[config.mk]
export PLATFORM = sky130hd
export DESIGN_NAME = crc_nib_accum
export DESIGN_NICKNAME = d
export VERILOG_FILES = /design/src/rtl/crc_nib_pkg.sv /design/src/rtl/crc_nib_step.sv /design/src/rtl/crc_nib_slice_mux.sv /design/src/rtl/crc_nib_accum.sv
export SDC_FILE = /design/constraint.sdc
export NUM_CORES = 1
export LEC_CHECK = 0
export BUFFER_PORTS_ARGS = -buffer_cell sky130_fd_sc_hd__buf_4
export CAP_MARGIN = 30
export CORE_MARGIN = 5
export CORE_UTILIZATION = 52
export DETAILED_ROUTE_END_ITERATION = 8
export GPL_TIMING_DRIVEN = 0
export PLACE_DENSITY = 0.9
export SLEW_MARGIN = 10
export SYNTH_ARGS = -nofsm -noshare
export SYNTH_HDL_FRONTEND = slang
export SYNTH_SLANG_ARGS = --single-unit
[constraint.sdc]
create_clock -name clk -period 2.4 [get_ports clk]
set_clock_uncertainty 0.15 [all_clocks]
set_input_delay 0.12 -clock clk [delete_from_list [all_inputs] [get_ports clk]]
set_output_delay 0.12 -clock clk [all_outputs]
set_load 0.02 [all_outputs]
[src/rtl/crc_nib_pkg.sv]
package crc_nib_pkg;
  localparam int unsigned CRC_W   = 16;
  localparam int unsigned NIB_W   = 4;
  localparam int unsigned N_TAPS  = 3;
  // Left shifts that together make the constant multiplier 0x1081
  localparam int unsigned CRC_TAPS [N_TAPS] = '{0, 7, 12};
endpackage

[src/rtl/crc_nib_step.sv]
module crc_nib_step
  import crc_nib_pkg::*;
#(
  parameter int unsigned W  = CRC_W,
  parameter int unsigned NW = NIB_W
) (
  input  logic [W-1:0]  cur,
  input  logic [NW-1:0] nib,
  output logic [W-1:0]  nxt
);
  logic [NW-1:0] fold_d;
  logic [W-1:0]  term [N_TAPS];
  logic [W-1:0]  prod;

  assign fold_d = cur[NW-1:0] ^ nib;

  for (genvar t = 0; t < N_TAPS; t++) begin : g_tap
    assign term[t] = W'({{(W-NW){1'b0}}, fold_d} << CRC_TAPS[t]);
  end

  always_comb begin
    prod = '0;
    for (int t = 0; t < N_TAPS; t++) prod = prod ^ term[t];
  end

  assign nxt = (cur >> NW) ^ prod;
endmodule

[src/rtl/crc_nib_slice_mux.sv]
module crc_nib_slice_mux
  import crc_nib_pkg::*;
#(
  parameter int unsigned W  = CRC_W,
  parameter int unsigned NW = NIB_W,
  localparam int unsigned NS = W / NW,
  localparam int unsigned IW = (NS > 1) ? $clog2(NS) : 1
) (
  input  logic [W-1:0]  word,
  input  logic [IW-1:0] idx,
  output logic [NW-1:0] slice
);
  logic [NW-1:0] parts [NS];
  for (genvar s = 0; s < NS; s++) begin : g_part
    assign parts[s] = word[s*NW +: NW];
  end
  assign slice = parts[idx];
endmodule

[src/rtl/crc_nib_accum.sv]
module crc_nib_accum
  import crc_nib_pkg::*;
#(
  parameter int unsigned W  = CRC_W,
  parameter int unsigned NW = NIB_W,
  localparam int unsigned NS = W / NW,
  localparam int unsigned IW = (NS > 1) ? $clog2(NS) : 1
) (
  input  logic          clk,
  input  logic          rst,
  input  logic          in_valid,
  output logic          in_ready,
  input  logic [NW-1:0] in_nib,
  input  logic          in_blank,
  input  logic          wr_en,
  input  logic [IW-1:0] wr_idx,
  input  logic [NW-1:0] wr_nib,
  input  logic [IW-1:0] rd_idx,
  output logic [NW-1:0] rd_nib,
  output logic [W-1:0]  crc_out
);
  logic [W-1:0]  crc_q;
  logic [W-1:0]  crc_step;
  logic [NW-1:0] fold_nib;
  logic          accept;

  // The slice write owns the cycle; the stream waits
  assign in_ready = ~rst & ~wr_en;
  assign accept   = in_valid & in_ready;
  assign fold_nib = in_blank ? '0 : in_nib;

  crc_nib_step #(.W(W), .NW(NW)) u_step (
    .cur (crc_q),
    .nib (fold_nib),
    .nxt (crc_step)
  );

  for (genvar s = 0; s < NS; s++) begin : g_slice
    always_ff @(posedge clk) begin
      if (rst)
        crc_q[s*NW +: NW] <= '0;
      else if (wr_en) begin
        if (wr_idx == IW'(s)) crc_q[s*NW +: NW] <= wr_nib;
      end else if (accept)
        crc_q[s*NW +: NW] <= crc_step[s*NW +: NW];
    end
  end

  crc_nib_slice_mux #(.W(W), .NW(NW)) u_rdmux (
    .word  (crc_q),
    .idx   (rd_idx),
    .slice (rd_nib)
  );

  assign crc_out = crc_q;
endmodule

==> metrics <==
DP Area between 0.001 and 0.0015 sq mm; Synth area leaders dfxtp_1 31%, mux4_2 8.8%, xnor2_1 7.7%, nor2b_1 5.5%, o21ai_0 5.4%; n_diodes 0; postcts setup bufs 0; CTS-repair resized insts 0; unrepaired setup endpoints after global routing false; Min Hold Slack -0.001171 ns; WP data required between 2 and 2.5 ns; final instance area ~0.0014 sq mm; status finished with violations; GR peak layer met2; Die Span Y about 54 um; drc violations 0; Final Non-Filler Cells 189; Yosys reg bits 16; Yosys top cell area share a little under a third; hold buffers post-CTS 2; P_sw about 280 uW; Worst R2R Path Depth 3; Max VDD drop 0.3840 mV; multi-input logic area around 670 sq um; met2 usage between 30% and 40%; Switching Fraction a little over a third; Longest Clk Path Bufs 2; Final setup viols 0; DP HPWL approximately 2400 um; core area 0.001922 sq mm; share of cells above drive strength 1 about a third; Max FO, Critical Path 5; first-pass GRT wire length slightly below 5000 um; vias in the first global route 1,087; CP endpoint rd_nib[0]; M3 GR Usage 2.997%; Vias roughly 1,100; Clock transition at path regs 0.11 ns; pwr/cell area roughly 570 mW/mm^2; cts bufs inserted 3; sequential area share after synthesis 31.18%; final hold vios 1; drt total wl approximately 3100 um; Internal Power 514.5 uW; cells after synthesis ~120; Avg WL per Cell about 16 um; Rel. slew slack about two thirds; Detail Route Antenna Nets 0; Critical Path AT ~1.3 ns; Leak around 0.57 nW; worst reg2reg path endpoint crc_out[9]; max reg flops 16; Pins Over Slew Limit 0; die area 0.002964 sq mm; Synth cell types 29; DRT iter0 DRCs 63; worst slack at placement approximately 0.91 ns; Synth Net Count roughly 140; crit end category output port; met1 usage slightly below 30%; startpoint types flop; Tmin final roughly 1.6 ns; H-tree levels 1; antenna violations before repair 0; clock share of power between 20% and 30%; Slew @ Worst Pin roughly 0.47 ns; Min-Delay Path Class in2reg; Total Routing Usage GR a little under a quarter; register area around 320 sq um; CTS root buffer clkbuf_4; Setup WS post-layout 0.8075 ns; 1st-pass router iterations 4; PortBufs 37; Avg Cell Area, Syn about 8.6 sq um; Skew-Pair Late Insertion Delay between 0.3 and 0.4 ns; Area growth syn-to-layout 35.81%; Max-cap violations 0; warning count from the yosys run 0; gr ovfl total 0; worst r2r src crc_out[2]; setup TNS 0 ns; failing checks negative hold slack; Tcrit/Tclk final ~66%; floorplan row count 16; CTS sink cnt 16; Fill cells 147; FMAX approximately 630 MHz; Crit Path Class reg2out; combinational share of power between 30% and 40%; worst reg-to-reg setup slack 1.06 ns; Initial Util a little over half; Die Wd approximately 54 um; Seq pwr share 40.8%; largest net degree at the start of global routing 11; synthesized cell area between 0.001 and 0.0015 sq mm; post-DR vias/cell between 5 and 6; Routability Congestion around 0.9; largest area contributor in the netlist dfxtp_1; CTS tree yes; Placed Cells 183; # IOs 38; crit path launch crc_out[12]; fin nets 180
## Yosys cell counts
cell,count
and2_4,1
a21oi_1,5
a21o_1,1
o21ai_0,11
a32oi_2,1
o211ai_1,4
or3_1,3
xnor2_1,9
a2bb2oi_1,4
or2_4,1
a221oi_1,1
nand3_1,3
nand2b_1,3
clkbuf_1,2
and2b_1,1
nor2b_1,9
inv_2,1
nand3b_1,1
a31oi_1,3
mux4_2,4
dfxtp_1,16
o21ai_2,1
a311oi_1,4
a22o_1,4
inv_1,7
nor2_1,10
nand2_1,7
or3b_4,1
a31o_2,1
## through the flow
step / power [mW] / util, %
4_1_cts: 0.7819 / 72.59
3_5_place_dp: 0.5944 / 69.66
3_3_place_gp: 0.5859 / 69.66
6_report: 0.7896 / 72.59
5_1_grt: 0.8194 / 72.59
2_1_floorplan: 0.4826 / -
## cells in the final DEF, fill, tap and decap left out
master and count:
a221oi_1 1, or2_4 1, o21ai_2 1, dfxtp_1 16, mux4_2 4, a31oi_1 3
nor2b_1 9, dlygate4sd3_1 2, inv_1 7, a32oi_2 1, clkbuf_8 1, xnor2_1 9
a21o_1 1, and2_4 1, nand2_1 7, nand3b_1 1, a22o_1 4, a311oi_1 4
a31o_2 1, or3b_4 1, or3_1 3, a21oi_1 5, buf_4 37, nand3_1 3
and2b_1 1, inv_2 1, clkbuf_1 2, nand2b_1 3, o21ai_0 11, nor2_1 10
o211ai_1 4, clkbuf_4 3, a2bb2oi_1 4
## cells by family after synthesis
group | Yosys count | synth area share (%)
compound gates | 40 | 27.65
simple gates | 40 | 21.07
flops | 16 | 31.18
buf+inv | 10 | 3.654
xor+xnor | 9 | 7.674
mux | 4 | 8.770
## layer usage
metal	vias to the layer above	part of all wire (%)
li1	523	-
met1	513	41
met2	79	47
met3	10	10
met4	0	2.0
met5	-	0
## worst max-delay path, cell delays in order, from the launching register on
cell and delay, ns:
dfxtp_1 0.37, mux4_2 0.48, buf_4 0.17
## power by group through the flow
stage / sequential, mW / combinational [mW] / clock [mW]
2_1_floorplan: 0.351 / 0.132 / 0
3_3_place_gp: 0.325 / 0.261 / 0
3_5_place_dp: 0.327 / 0.267 / 0
4_1_cts: 0.321 / 0.272 / 0.189
5_1_grt: 0.326 / 0.294 / 0.199
6_report: 0.322 / 0.274 / 0.193
## how the worst min path moves through the flow
stage	start	to	slack, ns	depth (start not counted)
2_1_floorplan	wr_nib[1]	crc_out[5]	0.14	2
3_3_place_gp	wr_nib[1]	crc_out[5]	0.29	3
3_5_place_dp	wr_nib[1]	crc_out[5]	0.29	3
4_1_cts	wr_nib[2]	crc_out[10]	0.004	3
5_1_grt	rst	crc_out[12]	0.03	3
6_report	wr_nib[2]	crc_out[10]	-0.001	3
## layout make-up
class	instances	share of cell area, %
Inverter	8	2.152
Tap cell	27	2.422
Multi-Input combinational cell	93	47.98
Buffer	2	0.5381
Clock buffer	4	2.601
Sequential cell	16	22.96
Timing Repair Buffer	39	21.35
Note: power is estimated with default switching activity, not from simulation.
